File: src/rtl/nes_pkg.sv
package nes_pkg;
   typedef enum logic [2:0] {
      ST_IDLE, ST_CLR0, ST_SETUP, ST_CONF, ST_POLL, ST_CLRS, ST_ARR, ST_FIN
   } seq_state_e;

   localparam logic [7:0] OP_CLEAR   = 8'h50;
   localparam logic [7:0] OP_ERASE   = 8'h20;
   localparam logic [7:0] OP_CONFIRM = 8'hD0;
   localparam logic [7:0] OP_ARRAY   = 8'hFF;

   localparam int LANE_W   = 16;
   localparam int RDY_BIT  = 7;
   localparam int FAIL_BIT = 5;
endpackage

File: src/rtl/nes_lanes.sv
module nes_lanes #(
   parameter int DATA_W = 32
) (
   input  logic [7:0]        op,
   input  logic [DATA_W-1:0] status,
   output logic [DATA_W-1:0] word,
   output logic              rdy_all,
   output logic              fail_any
);
   localparam int LANES = DATA_W / nes_pkg::LANE_W;

   logic [LANES-1:0] rdy_v;
   logic [LANES-1:0] fail_v;
   logic             unused_status;

   if ((DATA_W % nes_pkg::LANE_W) != 0 || LANES < 1) begin : g_bad_width
      $error("nes_lanes: DATA_W must be a nonzero multiple of 16");
   end

   for (genvar g = 0; g < LANES; g++) begin : g_lane
      assign word[g*nes_pkg::LANE_W +: nes_pkg::LANE_W] = {8'h00, op};
      assign rdy_v[g]  = status[g*nes_pkg::LANE_W + nes_pkg::RDY_BIT];
      assign fail_v[g] = status[g*nes_pkg::LANE_W + nes_pkg::FAIL_BIT];
   end

   assign rdy_all       = &rdy_v;
   assign fail_any      = |fail_v;
   assign unused_status = ^status;
endmodule

File: src/rtl/nes_span.sv
module nes_span #(
   parameter int ADDR_W    = 32,
   parameter int BLK_SHIFT = 18,
   parameter int NB_W      = ADDR_W + 2 - BLK_SHIFT
) (
   input  logic [ADDR_W-1:0] first,
   input  logic [ADDR_W-1:0] len,
   output logic [ADDR_W-1:0] base,
   output logic [NB_W-1:0]   nblk
);
   localparam int XW = ADDR_W + 2;

   logic [XW-1:0] mask, base_x, last, last_up, span;
   logic          unused_span;

   always_comb begin
      mask    = {{(XW-BLK_SHIFT){1'b0}}, {BLK_SHIFT{1'b1}}};
      base_x  = {2'b00, first} & ~mask;
      last    = {2'b00, first} + {2'b00, len};
      last_up = (last + mask) & ~mask;
      span    = last_up - base_x;
   end

   assign base        = base_x[ADDR_W-1:0];
   assign nblk        = span[XW-1:BLK_SHIFT];
   assign unused_span = ^{span[BLK_SHIFT-1:0], base_x[XW-1:ADDR_W]};
endmodule

File: src/rtl/nes_poll_timer.sv
module nes_poll_timer #(
   parameter int TMO_W = 16
) (
   input  logic             clk,
   input  logic             rst_n,
   input  logic             clear,
   input  logic             tick,
   input  logic [TMO_W-1:0] limit,
   output logic             expired
);
   logic [TMO_W-1:0] cnt;

   assign expired = tick && (cnt == limit);

   always_ff @(posedge clk) begin
      if (!rst_n || clear) cnt <= '0;
      else if (tick && !expired) cnt <= cnt + TMO_W'(1);
   end

   // the count never passes the allowed number of not-ready reads
   p_cnt_bound_r9: assert property (@(posedge clk) disable iff (!rst_n)
      tick |-> cnt <= limit);
endmodule

File: src/rtl/nor_erase_seq.sv
module nor_erase_seq #(
   parameter int ADDR_W    = 32,
   parameter int DATA_W    = 32,
   parameter int BLK_SHIFT = 18,
   parameter int TMO_W     = 16
) (
   input  logic              clk,
   input  logic              rst_n,
   input  logic              start,
   input  logic [ADDR_W-1:0] start_addr,
   input  logic [ADDR_W-1:0] length,
   input  logic [TMO_W-1:0]  tmo_limit,
   output logic              busy,
   output logic              done,
   output logic              err,
   output logic              tmo_err,
   output logic [ADDR_W-1:0] result,
   output logic [ADDR_W-1:0] bus_addr,
   output logic              bus_wr,
   output logic              bus_rd,
   output logic [DATA_W-1:0] bus_wdata,
   input  logic [DATA_W-1:0] bus_rdata
);
   import nes_pkg::*;

   localparam int          NB_W     = ADDR_W + 2 - BLK_SHIFT;
   localparam [ADDR_W-1:0] BLK_STEP = ADDR_W'(1) << BLK_SHIFT;

   if (BLK_SHIFT < 1 || BLK_SHIFT >= ADDR_W) begin : g_bad_shift
      $error("nor_erase_seq: BLK_SHIFT must lie inside the address width");
   end

   seq_state_e        state;
   logic [ADDR_W-1:0] blk_addr, req_addr, span_base;
   logic [NB_W-1:0]   blk_left, span_nblk;
   logic              fail_q, tmo_q;
   logic [7:0]        op;
   logic              rdy_all, fail_any, tmo_hit;

   nes_span #(.ADDR_W(ADDR_W), .BLK_SHIFT(BLK_SHIFT), .NB_W(NB_W)) u_span (
      .first(start_addr), .len(length), .base(span_base), .nblk(span_nblk));

   nes_lanes #(.DATA_W(DATA_W)) u_lanes (
      .op(op), .status(bus_rdata), .word(bus_wdata),
      .rdy_all(rdy_all), .fail_any(fail_any));

   nes_poll_timer #(.TMO_W(TMO_W)) u_timer (
      .clk(clk), .rst_n(rst_n), .clear(state == ST_CONF),
      .tick(state == ST_POLL && !rdy_all), .limit(tmo_limit),
      .expired(tmo_hit));

   always_comb begin
      bus_wr = 1'b0;
      bus_rd = 1'b0;
      op     = OP_ARRAY;
      unique case (state)
         ST_CLR0, ST_CLRS: begin bus_wr = 1'b1; op = OP_CLEAR;   end
         ST_SETUP:         begin bus_wr = 1'b1; op = OP_ERASE;   end
         ST_CONF:          begin bus_wr = 1'b1; op = OP_CONFIRM; end
         ST_ARR:           begin bus_wr = 1'b1; op = OP_ARRAY;   end
         ST_POLL:          bus_rd = 1'b1;
         default:          ;
      endcase
   end

   assign bus_addr = blk_addr;
   assign busy     = (state != ST_IDLE);
   assign done     = (state == ST_FIN);

   always_ff @(posedge clk) begin
      if (!rst_n) begin
         state    <= ST_IDLE;
         blk_addr <= '0;
         req_addr <= '0;
         blk_left <= '0;
         fail_q   <= 1'b0;
         tmo_q    <= 1'b0;
         err      <= 1'b0;
         tmo_err  <= 1'b0;
         result   <= '0;
      end else begin
         unique case (state)
            ST_IDLE: if (start) begin
               blk_addr <= span_base;
               req_addr <= start_addr;
               blk_left <= span_nblk;
               fail_q   <= 1'b0;
               tmo_q    <= 1'b0;
               err      <= 1'b0;
               tmo_err  <= 1'b0;
               result   <= '0;
               state    <= ST_CLR0;
            end
            ST_CLR0:  state <= (blk_left == '0) ? ST_FIN : ST_SETUP;
            ST_SETUP: state <= ST_CONF;
            ST_CONF:  state <= ST_POLL;
            ST_POLL: begin
               if (rdy_all) begin
                  fail_q <= fail_any;
                  state  <= ST_CLRS;
               end else if (tmo_hit) begin
                  tmo_q <= 1'b1;
                  state <= ST_CLRS;
               end
            end
            ST_CLRS: state <= ST_ARR;
            ST_ARR: begin
               if (tmo_q || fail_q) begin
                  tmo_err <= tmo_q;
                  err     <= fail_q;
                  result  <= blk_addr - req_addr + ADDR_W'(1);
                  state   <= ST_FIN;
               end else if (blk_left == NB_W'(1)) begin
                  state <= ST_FIN;
               end else begin
                  blk_left <= blk_left - NB_W'(1);
                  blk_addr <= blk_addr + BLK_STEP;
                  state    <= ST_SETUP;
               end
            end
            default: state <= ST_IDLE;
         endcase
      end
   end

   p_single_op_r11: assert property (@(posedge clk) disable iff (!rst_n)
      !(bus_wr && bus_rd));
   p_quiet_idle_r11: assert property (@(posedge clk) disable iff (!rst_n)
      !busy |-> !(bus_wr || bus_rd));
   p_done_ends_r10: assert property (@(posedge clk) disable iff (!rst_n)
      done |=> !busy);
   p_start_clear_r3: assert property (@(posedge clk) disable iff (!rst_n)
      (!busy && start) |=> busy && bus_wr && bus_wdata[7:0] == OP_CLEAR);
   p_confirm_r4: assert property (@(posedge clk) disable iff (!rst_n)
      (bus_wr && bus_wdata[7:0] == OP_ERASE) |=>
         (bus_wr && bus_wdata[7:0] == OP_CONFIRM && $stable(bus_addr)));
   p_ready_clear_r6: assert property (@(posedge clk) disable iff (!rst_n)
      (bus_rd && rdy_all) |=> (bus_wr && bus_wdata[7:0] == OP_CLEAR));
   p_flag_excl_r9: assert property (@(posedge clk) disable iff (!rst_n)
      done |-> !(err && tmo_err));
endmodule

File: config.mk
export PLATFORM = sky130hd
export DESIGN_NAME = nor_erase_seq
export DESIGN_NICKNAME = d
export VERILOG_FILES = /design/src/rtl/nes_pkg.sv /design/src/rtl/nes_lanes.sv /design/src/rtl/nes_span.sv /design/src/rtl/nes_poll_timer.sv /design/src/rtl/nor_erase_seq.sv
export SDC_FILE = /design/constraint.sdc
export NUM_CORES = 1
export LEC_CHECK = 0
export ABC_AREA = 1
export BUFFER_PORTS_ARGS = -buffer_cell sky130_fd_sc_hd__buf_2
export CAP_MARGIN = 20
export CORE_MARGIN = 5
export CORE_UTILIZATION = 60
export DETAILED_ROUTE_END_ITERATION = 6
export PLACE_DENSITY = 0.86
export SKIP_LAST_GASP = 1
export SYNTH_ARGS = -nofsm -noshare
export SYNTH_HDL_FRONTEND = slang
export SYNTH_SLANG_ARGS = --single-unit
export TNS_END_PERCENT = 5
File: constraint.sdc
create_clock -name clk -period 8.55 [get_ports clk]
set_input_delay 2.565 -clock clk [delete_from_list [all_inputs] [get_ports clk]]
set_output_delay 2.565 -clock clk [all_outputs]
set_load 0.1 [all_outputs]
==> summary.md, run 1 <==
| Metric | Value |
|---|---|
| Per-cell routed wire length | `13.8 um` |
| Clk Tree Root Cell | `sky130_fd_sc_hd__clkbuf_16` |
| Number of optimization iterations in the first detailed-route pass | `6` |
| Flip-flop and latch count after synthesis | `117` |
| Transition time of the tightest slew-check pin | `0.990 ns` |
| Clock network fraction of total power | `0.235` |
| Status | `finished clean` |
| Final Hold Vio Count | `0` |
| Drt initial violations | `763` |
| Highest attainable clock frequency | `150 MHz` |
| Area occupied by registers | `2340 um^2` |
| Count of input and output buffers | `154` |
| Post-DP HPWL | `24.7 mm` |
| Post-CTS clock slew at the launch and capture registers of the worst setup and hold paths | `0.06 ns` |
| Number of H-tree branching levels | `4` |
| Inserted Clock Buffers | `17` |
| Number of enable-type register cells in the synthesized netlist | `0` |
| Multi-input combinational cell area | `7430 um^2` |
| Power density over cell area | `243 nW/um^2` |
| Instance count of the mapped netlist | `1846` |
| Total Neg Setup Slack | `0 ns` |
| Clock insertion delay at the later pin of the skew report | `0.43 ns` |
| Commonest non-fill, non-tap cell in the layout | `sky130_fd_sc_hd__nand2_1` |
| Max clock buf depth | `2` |
| Detailed-route wire length | `30.9 mm` |
| Hold-fix buffers at CTS | `0` |
| Die Footprint | `21500 um^2` |
| Worst Setup Path Type | `in2reg` |
| Final Cycle Share | `0.778` |
| Top flip-flop cell by instance count after synthesis | `sky130_fd_sc_hd__dfxtp_1` |
| Initial Utilization | `0.604` |
| Pin count of the biggest net entering global routing | `66` |
| Worst path arrival time | `7.01 ns` |
| Fraction of layout cells with a size suffix above 1 | `0.131` |
| Share of the yosys chip area belonging to registers | `0.209` |
| Commonest cells after routing, fill and taps aside | `sky130_fd_sc_hd__nand2_1 (472), sky130_fd_sc_hd__inv_1 (289), sky130_fd_sc_hd__a21oi_1 (192)` |
| Area growth from synthesis to layout | `12.5%` |
| Total of fill cells in the finished design | `1711` |
| Tightest Hold Check Type | `reg2reg` |
| CTS tree | `done` |
| Total routing usage reported by global routing | `0.284` |
| Worst path most repeated cell | `sky130_fd_sc_hd__nand2_1` |
| Post-synth cell types | `51` |
| Routed via count | `12100` |
| Area of the mapped netlist | `11200 um^2` |
| Lkg Pwr | `0.00660 uW` |
| Total DRC errors in the routed layout | `0` |
| Setup repair after global routing missed its margin | `false` |
| Total power draw | `3070 uW` |
| Slew Viols, Final | `0` |
| Max-cap violation count | `0` |
| Post-Route Skew | `0.0123 ns` |
| Number of failing setup endpoints in the final timing report | `0` |
| CP max stage cell | `sky130_fd_sc_hd__fa_1` |
| Largest vdd supply drop | `0.000239 V` |
| Core footprint | `18600 um^2` |
| Synthesis Warnings | `0` |
| Synthesized area per cell | `6.08 um^2` |
| Post-synthesis async set-or-reset flop share | `0` |
| Die Width | `147 um` |
| Number of antenna violations at the first check in global routing | `0` |
| Kind of launch point of the worst setup path | `input pin` |
| Number of ports placed on the die boundary | `217` |
| Net total in the final layout | `2200` |
| Switching power | `1540 uW` |
| Via count of the first global-routing pass | `11400` |
| Comb power frac | `0.546` |
| Slew margin rel. | `0.339` |
| WP data required | `8.91 ns` |
| Sinks on Clock Net | `117` |
| Wire length of the first global-routing pass | `51.7 mm` |
| Average vias per placed instance | `5.39` |
| Number of routed nets with antenna violations | `0` |
| Critical path endpoint category | `flop` |
| Minimum period implied by the final worst setup slack | `6.65 ns` |
| Crit path largest cell delay | `0.46 ns` |
| Crit-path max FO | `4` |
| Antenna cell count | `0` |
| Buffers inserted during post-CTS setup optimization | `0` |
| Cell-internal power | `1520 uW` |
| # resized after CTS | `0` |
| Sw Share | `0.503` |
| FP Rows | `50` |
| Die Y-Extent | `147 um` |
| Sequential share of power | `0.219` |
| Final Wtd Congestion | `0.950` |
| GRT Residual Overflow | `0` |
-- state kept, by name, indices dropped and copies added (netlist names) --
register and flops:
u_timer.cnt 16, state 3, blk_left 16, req_addr 32, err 1, bus_addr 14, tmo_err 1, fail_q 1
result 32, tmo_q 1
-- power groups by stage --
stage | clock [uW] | sequential, uW | combinational (uW)
2_1_floorplan | 0 | 774 | 1280
3_3_place_gp | 0 | 678 | 1620
3_5_place_dp | 0 | 680 | 1640
4_1_cts | 725 | 670 | 1650
5_1_grt | 750 | 680 | 1850
6_report | 722 | 672 | 1670
-- synth_stat cells, drive strengths merged (8+ instances only) --
| cell type | count | area (um^2) |
|---|---|---|
| a21oi | 193 | 970 |
| a31oi | 17 | 106 |
| buf | 48 | 358 |
| clkbuf | 36 | 135 |
| dfxtp | 117 | 2340 |
| ha | 93 | 1160 |
| inv | 305 | 1140 |
| nand2 | 490 | 1900 |
| nand3 | 95 | 508 |
| nand3b | 8 | 60.1 |
| nand4 | 16 | 106 |
| nor2 | 142 | 569 |
| nor3 | 36 | 211 |
| nor4 | 10 | 62.6 |
| o21ai | 116 | 588 |
| or2 | 19 | 119 |
| xnor2 | 8 | 70.1 |
| xor2 | 44 | 385 |
-- worst max-delay path, delay by kind of cell --
kind	cells	cell delay, ns
fa+ha+maj	3	0.99
buf+inv	3	0.32
simple gates	15	1.57
compound gates	8	1.22
xor+xnor	2	0.37
-- final timing paths --
| check | start | end | slack [ns] | cells past startpoint |
|---|---|---|---|---|
| setup / recovery | start_addr[0] | blk_left[12] | 1.90 | 31 |
| hold / removal | req_addr[22] | req_addr[22] | 0.46 | 2 |
| setup reg to reg | state[0] | bus_addr[20] | 4.87 | 10 |
| hold reg to reg | req_addr[22] | req_addr[22] | 0.46 | 2 |
-- cell type report --
type                    instances  area share
well taps                     234      0.0232
repair buffers                158      0.0634
multi-input cells            1387       0.588
clock buffers                  22      0.0384
inverters                     308      0.0916
flip-flops and latches        117       0.186
clock inverters                10     0.00971
-- stage by stage --
stage	cells	instance area, um^2	worst slack [ns]	hold WS (ns)	util
6_report	2236	12600	1.90	0.455	0.679
4_1_cts	2236	12600	1.94	0.459	0.679
2_1_floorplan	1896	11400	2.37	0.433	-
3_5_place_dp	2204	12000	1.52	0.452	0.647
5_1_grt	2236	12600	1.39	0.472	0.679
3_3_place_gp	2204	12000	1.59	0.443	0.647
-- kinds of logic (layout without fill, tap and decap cells) --
family	after synthesis	in the layout	synth area share
AOI/OAI and AO/OA	364	364	0.175
xor gates and xnor gates	52	52	0.0406
adders and majority gates	96	96	0.109
buffers and inverters	392	498	0.147
DFF	117	117	0.209
other	1	51	0.000334
and+or+nand+nor	824	824	0.320
-- metal layers --
layer  global-route usage  vias to the layer above  share of wire
met4                0.119                        0          0.034
li1                     -                     6156              -
met5                    0                        -              0
met3               0.0401                       70          0.059
met2                0.492                      405           0.47
met1                0.352                     5432           0.43
Note: power is estimated with default switching activity, not from simulation.
==> run 2, diff against run 1 <==
Settings changed: ABC_AREA 1 to 0, CORE_UTILIZATION 60 to 51, PLACE_DENSITY 0.86 to 0.79.
Clock period 8.55 ns to 5.5 ns, I/O delays scaled along.
==> summary.md, run 2 <==
| Metric | Value |
|---|---|
| Status | `finished with violations` |
| Violations in the final reports | `setup timing` |
| Final Cycle Share | `1.15` |
| Worst Setup Path Type | `in2reg` |
| GRT Residual Overflow | `0 (unchanged)` |
| Minimum period implied by the final worst setup slack | `6.33 ns` |
| CP max stage cell | `sky130_fd_sc_hd__or4b_4` |
| Total Neg Setup Slack | `-4.26 ns (-4.26 ns)` |
| Setup repair after global routing missed its margin | `true` |
| Transition time of the tightest slew-check pin | `0.834 ns (-0.156 ns)` |
| CP top delay family | `simple AND/OR/NAND/NOR gates` |
| Via count of the first global-routing pass | `9831 (-14%)` |
| FP Rows | `51 (+2.0%)` |
| Per-cell routed wire length | `15.0 um (+8.5%)` |
| Max-cap violation count | `0 (unchanged)` |
| Initial Utilization | `0.516 (-0.0877)` |
| Number of ports placed on the die boundary | `217 (unchanged)` |
| Net total in the final layout | `1836 (-17%)` |
| Area contributors post-synth | `sky130_fd_sc_hd__dfxtp_1 (23%), sky130_fd_sc_hd__ha_1 (12%), sky130_fd_sc_hd__nand2_1 (5.8%)` |
| Crit-path max FO | `3 (-1)` |
| Final Wtd Congestion | `0.921 (-3.1%)` |
| Critical register-to-register path startpoint | `req_addr[1]` |
| Sinks on Clock Net | `117 (unchanged)` |
| Commonest cells in the synthesized netlist | `sky130_fd_sc_hd__nand2_1 (156), sky130_fd_sc_hd__dfxtp_1 (117), sky130_fd_sc_hd__a21oi_1 (102)` |
| Average vias per placed instance | `5.53 (+2.4%)` |
| Area of the mapped netlist | `10000 um^2 (-11%)` |
| Hold-fix buffers at CTS | `0 (unchanged)` |
| Routed via count | `10500 (-13%)` |
| Clock insertion delay at the later pin of the skew report | `0.42 ns (about the same)` |
| Post-CTS clock slew at the launch and capture registers of the worst setup and hold paths | `0.05 ns (about the same)` |
| Commonest non-fill, non-tap cell in the layout | `sky130_fd_sc_hd__buf_4` |
| Wire length of the first global-routing pass | `46.2 mm (-11%)` |
| Critical path endpoint category | `flop` |
| Synthesized area per cell | `7.51 um^2 (+23%)` |
| Die Width | `150 um (+2.3%)` |
| Slew Viols, Final | `0 (unchanged)` |
| Inserted Clock Buffers | `17 (unchanged)` |
| Post-synthesis async set-or-reset flop share | `0 (unchanged)` |
| Total DRC errors in the routed layout | `0 (unchanged)` |
| Kind of launch point of the worst setup path | `input pin` |
| Pin count of the biggest net entering global routing | `44 (-33%)` |
| CTS tree | `done` |
| Final Hold Vio Count | `0 (unchanged)` |
| CP Cell Sequence | `buf_2 -> ha_4 -> fa_2 -> a211oi_4 -> o21ai_2 -> and4_4 -> or4b_1 -> o211ai_2 -> o311ai_1 -> or4b_4 -> or4_4 -> or2_4 -> xor2_1 -> ha_1 -> nand2_1 -> a311oi_2 -> or3_4 -> nand3_1 -> or4_1 -> nor3b_2` |
| Area growth from synthesis to layout | `26.2%` |
| Worst-case setup slack after placement | `-1.45 ns (-2.97 ns)` |
| Number of enable-type register cells in the synthesized netlist | `0 (unchanged)` |
| Total of fill cells in the finished design | `1724 (+0.76%)` |
| Lkg Pwr | `0.00574 uW (-13%)` |
| Most common cell in the synthesized netlist | `sky130_fd_sc_hd__nand2_1` |
| Post-Route Skew | `0.0106 ns (-0.00167 ns)` |
| Number of routed nets with antenna violations | `0 (unchanged)` |
| Number of antenna violations at the first check in global routing | `0 (unchanged)` |
| Tightest Hold Check Type | `reg2reg` |
| Count of input and output buffers | `154 (unchanged)` |
| Power density over cell area | `453 nW/um^2 (+86%)` |
| Startpoint of the worst setup timing path | `start_addr[0]` |
| Post-synth cell types | `71 (+39%)` |
| WP data required | `5.81 ns (-3.10 ns)` |
| Hold Worst Slack | `0.464 ns (+0.00907 ns)` |
| Area occupied by registers | `2340 um^2 (unchanged)` |
| Instance count of the mapped netlist | `1334 (-28%)` |
| Top flip-flop cell by instance count after synthesis | `sky130_fd_sc_hd__dfxtp_1` |
| Max clock buf depth | `2 (unchanged)` |
| Post-DP HPWL | `22.2 mm (-10%)` |
| Number of failing setup endpoints in the final timing report | `9 (+9)` |
| Largest vdd supply drop | `0.000351 V (+47%)` |
| Highest attainable clock frequency | `158 MHz` |
| Final WS setup | `-0.832 ns (-2.73 ns)` |
| Min-Delay Startpoint | `req_addr[11]` |
| Largest regs | `req_addr (32), result (32)` |
| Commonest cells after routing, fill and taps aside | `sky130_fd_sc_hd__buf_4 (158), sky130_fd_sc_hd__nand2_1 (156), sky130_fd_sc_hd__buf_2 (154)` |
| Die Footprint | `22500 um^2 (+4.6%)` |
| Share of the yosys chip area belonging to registers | `0.234 (+0.0252)` |
| Total power draw | `5730 uW (+87%)` |
| Antenna cell count | `0 (unchanged)` |
| Worst path arrival time | `6.64 ns (-0.37 ns)` |
| Number of H-tree branching levels | `4 (unchanged)` |
| Core footprint | `19400 um^2 (+4.4%)` |
| Cell taking the most area after synthesis | `sky130_fd_sc_hd__dfxtp_1` |
| Drt initial violations | `681 (-11%)` |
| Synthesis Warnings | `0 (unchanged)` |
| Total routing usage reported by global routing | `0.248 (-0.0360)` |
| End-of-flow core utilization | `0.652 (-0.0278)` |
| Multi-input combinational cell area | `7220 um^2 (-2.8%)` |
| Flip-flop and latch count after synthesis | `117 (unchanged)` |
| Number of optimization iterations in the first detailed-route pass | `6 (unchanged)` |
| Yosys top cell area share | `0.234 (+0.0252)` |
| Die Y-Extent | `150 um (+2.3%)` |
| Fraction of layout cells with a size suffix above 1 | `0.237 (+0.105)` |
| Detailed-route wire length | `28.5 mm (-7.7%)` |
| Clk Tree Root Cell | `sky130_fd_sc_hd__clkbuf_16` |
| Slew margin rel. | `0.444 (+0.105)` |
| Crit path largest cell delay | `0.57 ns (+0.11 ns)` |
| Buffers & Inverters on Critical Path | `1 (-2)` |
## run 2: cell types whose count changed after synthesis, sizes merged, moves of 28 or more
cell | before | now
nand2 | 490 | 156
inv | 305 | 73
a21oi | 193 | 102
nor2 | 142 | 84
nand3 | 95 | 40
a21boi | 4 | 47
nor2b | 0 | 39
xnor2 | 8 | 45
o21ai | 116 | 88
## run 2: final cells by class
type / count / share of cell area
Multi-Input combinational cell: 1104 / 0.571
Sequential cell: 117 / 0.185
Inverter: 73 / 0.0217
Clock buffer: 20 / 0.0361
Tap cell: 265 / 0.0262
Clock inverter: 10 / 0.00475
Timing Repair Buffer: 312 / 0.155
## run 2: metal layers
layer | part of all wire | vias to the layer above | track usage
li1 | - | 5244 | -
met1 | 0.43 | 4831 | 0.322
met2 | 0.47 | 369 | 0.419
met3 | 0.074 | 62 | 0.0379
met4 | 0.028 | 0 | 0.0855
met5 | 0 | - | 0
## run 2: worst paths after layout
path / to / slack (ns) / cells after the start
max reg2reg: result[31] / 1.74 / 12
max: blk_left[14] / -0.83 / 20
min: req_addr[11] / 0.46 / 2
min reg2reg: req_addr[11] / 0.46 / 2
## run 2: logic make-up (layout without fill, tap and decap cells)
group | Yosys count | after routing | share of synthesized area
AND/OR/NAND/NOR | 466 | 466 | 0.227
AO/OA/AOI/OAI | 389 | 389 | 0.248
buffers and inverters | 163 | 415 | 0.0783
flip-flops | 117 | 117 | 0.234
adder cells (fa/ha/maj) | 96 | 96 | 0.122
XOR/XNOR | 95 | 95 | 0.0831
multiplexers | 7 | 7 | 0.00724
other | 1 | 51 | 0.000374
## run 2: power breakdown
group	switching, uW	total, uW	internal (uW)
Sequential	167	1160	991
Combinational	2450	3590	1140
Clock	388	975	587
Total	3010	5730	2720
## run 2: stage by stage
step | cells | instance area, um^2
after global placement | 1870 | 12000
after floorplan | 1384 | 10300
after detailed placement | 1870 | 12000
final | 1901 | 12600
after global routing | 1901 | 12600
after CTS | 1901 | 12600
## run 2: worst register-to-register path, delay by kind of cell, from the launching register on
family | cells | cell delay, ns
adders and majority gates | 1 | 0.51
buffers and inverters | 1 | 0.10
DFF | 1 | 0.36
AOI/OAI and AO/OA | 8 | 2.04
and+or+nand+nor | 2 | 0.70
## run 2: what timing repair did
item	4_1_cts	5_1_grt
gates cloned	0	0
endpoints found under the setup margin	11	13
buffers inserted	1	0
pin swaps	9	4
resized for setup	13	7
endpoints found under the hold margin	0	0
==> run 3, diff against run 2 <==
Settings changed: CTS_BUF_LIST from default to sky130_fd_sc_hd__clkbuf_16, GPL_TIMING_DRIVEN from default to 0.
==> summary.md, run 3 (synthesized netlist as in run 2, its figures left out) <==
| Metric | Value |
|---|---|
| Status | `finished with violations` |
| Violations in the final reports | `setup timing` |
| Endpoint of the most critical register-to-register path | `blk_left[0]` |
| Number of failing setup endpoints in the final timing report | `10 (+1)` |
| Minimum period implied by the final worst setup slack | `6.37 ns (+0.0416 ns)` |
| Via count of the first global-routing pass | `9921 (+0.92%)` |
| Tightest Hold Check Type | `reg2reg` |
| Wire length of the first global-routing pass | `48.4 mm (+4.9%)` |
| Detailed-route wire length | `30.5 mm (+7.2%)` |
| Post-route insts no fill | `1849 (-2.7%)` |
| Die Width | `150 um (unchanged)` |
| Average vias per placed instance | `5.69 (+2.9%)` |
| Crit path largest cell delay | `0.58 ns (about the same)` |
| Total Neg Setup Slack | `-4.75 ns (-0.496 ns)` |
| Core footprint | `19400 um^2 (unchanged)` |
| Largest vdd supply drop | `0.000302 V (-14%)` |
| Number of H-tree branching levels | `4 (unchanged)` |
| Fraction of layout cells with a size suffix above 1 | `0.184 (-0.0522)` |
| Hold Worst Slack | `0.461 ns (-0.00363 ns)` |
| Max clock buf depth | `2 (unchanged)` |
| Largest regs | `req_addr (32), result (32)` |
| Number of antenna violations at the first check in global routing | `0 (unchanged)` |
| Sinks on Clock Net | `117 (unchanged)` |
| CTS tree | `done` |
| Kind of launch point of the worst setup path | `input pin` |
| Commonest non-fill, non-tap cell in the layout | `sky130_fd_sc_hd__nand2_1` |
| CP Cell Sequence | `buf_2 -> ha_4 -> fa_2 -> a211oi_4 -> o21ai_2 -> and4_4 -> or4b_1 -> o211ai_2 -> o311ai_2 -> or4b_4 -> or4_4 -> or2_1 -> xor2_1 -> ha_1 -> nand2_1 -> a311oi_2 -> or3_1 -> nand3_1 -> or4_1 -> nor3b_2` |
| Routed via count | `10500 (+0.057%)` |
| Lkg Pwr | `0.00538 uW (-6.3%)` |
| Post-DP HPWL | `23.6 mm (+6.2%)` |
| Die Y-Extent | `150 um (unchanged)` |
| Startpoint of the worst setup timing path | `start_addr[0]` |
| CP top delay family | `simple AND/OR/NAND/NOR gates` |
| Count of input and output buffers | `154 (unchanged)` |
| Critical path endpoint category | `flop` |
| Final Wtd Congestion | `0.928 (+0.84%)` |
| FP Rows | `51 (unchanged)` |
| Die Footprint | `22500 um^2 (unchanged)` |
| Final Hold Vio Count | `0 (unchanged)` |
| Number of placed instances with taps included | `1803 (-3.6%)` |
| Setup repair after global routing missed its margin | `true` |
| Slew Viols, Final | `0 (unchanged)` |
| WP data required | `5.82 ns (about the same)` |
| Total DRC errors in the routed layout | `0 (unchanged)` |
| Critical register-to-register path startpoint | `state[2]` |
| Number of ports placed on the die boundary | `217 (unchanged)` |
| FF-to-FF path depth | `9 (-3)` |
| Slew margin rel. | `0.318 (-0.126)` |
| Clk Tree Root Cell | `sky130_fd_sc_hd__clkbuf_16` |
| Drt initial violations | `730 (+7.2%)` |
| Highest attainable clock frequency | `157 MHz (-0.65%)` |
| Inserted Clock Buffers | `17 (unchanged)` |
| Last element of the critical path | `blk_left[14]` |
| Crit-path max FO | `6 (+3)` |
| Post-Route Skew | `0.00982 ns (-0.000755 ns)` |
| Area growth from synthesis to layout | `21.5%` |
| Internal reg-to-reg setup slack | `1.55 ns (-0.19 ns)` |
| Worst Setup Path Type | `in2reg` |
| Instance area at placement | `11400 um^2 (-5.6%)` |
| Final Cycle Share | `1.16 (+0.00757)` |
| Power density over cell area | `490 nW/um^2 (+8.2%)` |
| Antenna cell count | `0 (unchanged)` |
| Total routing usage reported by global routing | `0.264 (+0.0166)` |
| Commonest cells after routing, fill and taps aside | `sky130_fd_sc_hd__nand2_1 (156), sky130_fd_sc_hd__buf_2 (154), sky130_fd_sc_hd__dfxtp_1 (117)` |
| Clock insertion delay at the later pin of the skew report | `0.42 ns (about the same)` |
| Initial Utilization | `0.516 (unchanged)` |
| Post-Layout Inst Area | `12200 um^2 (-3.7%)` |
| Number of optimization iterations in the first detailed-route pass | `6 (unchanged)` |
| Pin count of the biggest net entering global routing | `17 (-61%)` |
| Worst path arrival time | `6.69 ns (+0.05 ns)` |
| Max-cap violation count | `0 (unchanged)` |
| Min-Delay Startpoint | `req_addr[26]` |
| Post-CTS clock slew at the launch and capture registers of the worst setup and hold paths | `0.06 ns (about the same)` |
| Total of fill cells in the finished design | `1725 (+0.058%)` |
| Final WS setup | `-0.874 ns (-0.0416 ns)` |
| Transition time of the tightest slew-check pin | `1.02 ns (+0.185 ns)` |
| GRT Residual Overflow | `0 (unchanged)` |
| Buffers & Inverters on Critical Path | `1 (unchanged)` |
| Number of routed nets with antenna violations | `0 (unchanged)` |
| CP max stage cell | `sky130_fd_sc_hd__or4b_4` |
| Net total in the final layout | `1783 (-2.9%)` |
| Per-cell routed wire length | `16.5 um (+10%)` |
| Levels on crit path | `20 (unchanged)` |
## run 3: cell count changes in the layout (fill, tap and decap cells not counted), sizes merged
cell and delta:
clkinvlp -1, clkbuf +36, inv +2, clkinv -1, buf -92, bufinv +4
## run 3: per-stage QoR
step | setup slack [ns] | utilization | total power [uW]
finish | -0.874 | 0.628 | 5970
global route | -1.05 | 0.628 | 6290
CTS | -0.850 | 0.626 | 5900
detailed placement | -1.69 | 0.586 | 4670
global placement | -1.59 | 0.586 | 4600
floorplan | -0.874 | - | 3990
## run 3: where the power goes
| part | switching, uW | internal [uW] |
|---|---|---|
| clock | 421 | 752 |
| sequential | 161 | 990 |
| combinational | 2530 | 1110 |
## run 3: what timing repair did
action | in CTS | in global routing
endpoints found under the setup margin | 12 | 13
hold buffers | 0 | 0
hold endpoints to repair | 0 | 0
pin swaps | 14 | 5
setup buffers | 14 | 2
gates resized for setup | 14 | 10
## run 3: how the worst min path moves through the flow
stage	end	cells past startpoint
finish	req_addr[26]	2
global route	req_addr[28]	2
CTS	req_addr[26]	2
detailed placement	req_addr[26]	2
global placement	req_addr[10]	2
floorplan	req_addr[29]	2
## run 3: cell type report
class                   count  area, um^2  share of cell area
inverters                  73         274              0.0225
clock inverters            14         186              0.0153
well taps                 265         332              0.0272
multi-input cells        1104        7220               0.593
clock buffers              17         425              0.0349
plain buffers              89         507              0.0416
repair buffers            170         891              0.0732
flip-flops and latches    117        2340               0.192
## run 3: routing by layer
layer / share of wire / track usage / vias up
li1: - / - / 5131
met1: 0.42 / 0.336 / 4785
met2: 0.45 / 0.433 / 481
met3: 0.084 / 0.0485 / 115
met4: 0.045 / 0.127 / 0
met5: 0 / 0 / -
## run 3: worst min-delay path, cell delays in order, from the launching register on
cell	delay [ns]
sky130_fd_sc_hd__dfxtp_1	0.30
sky130_fd_sc_hd__nand2_1	0.04
sky130_fd_sc_hd__a21boi_0	0.06
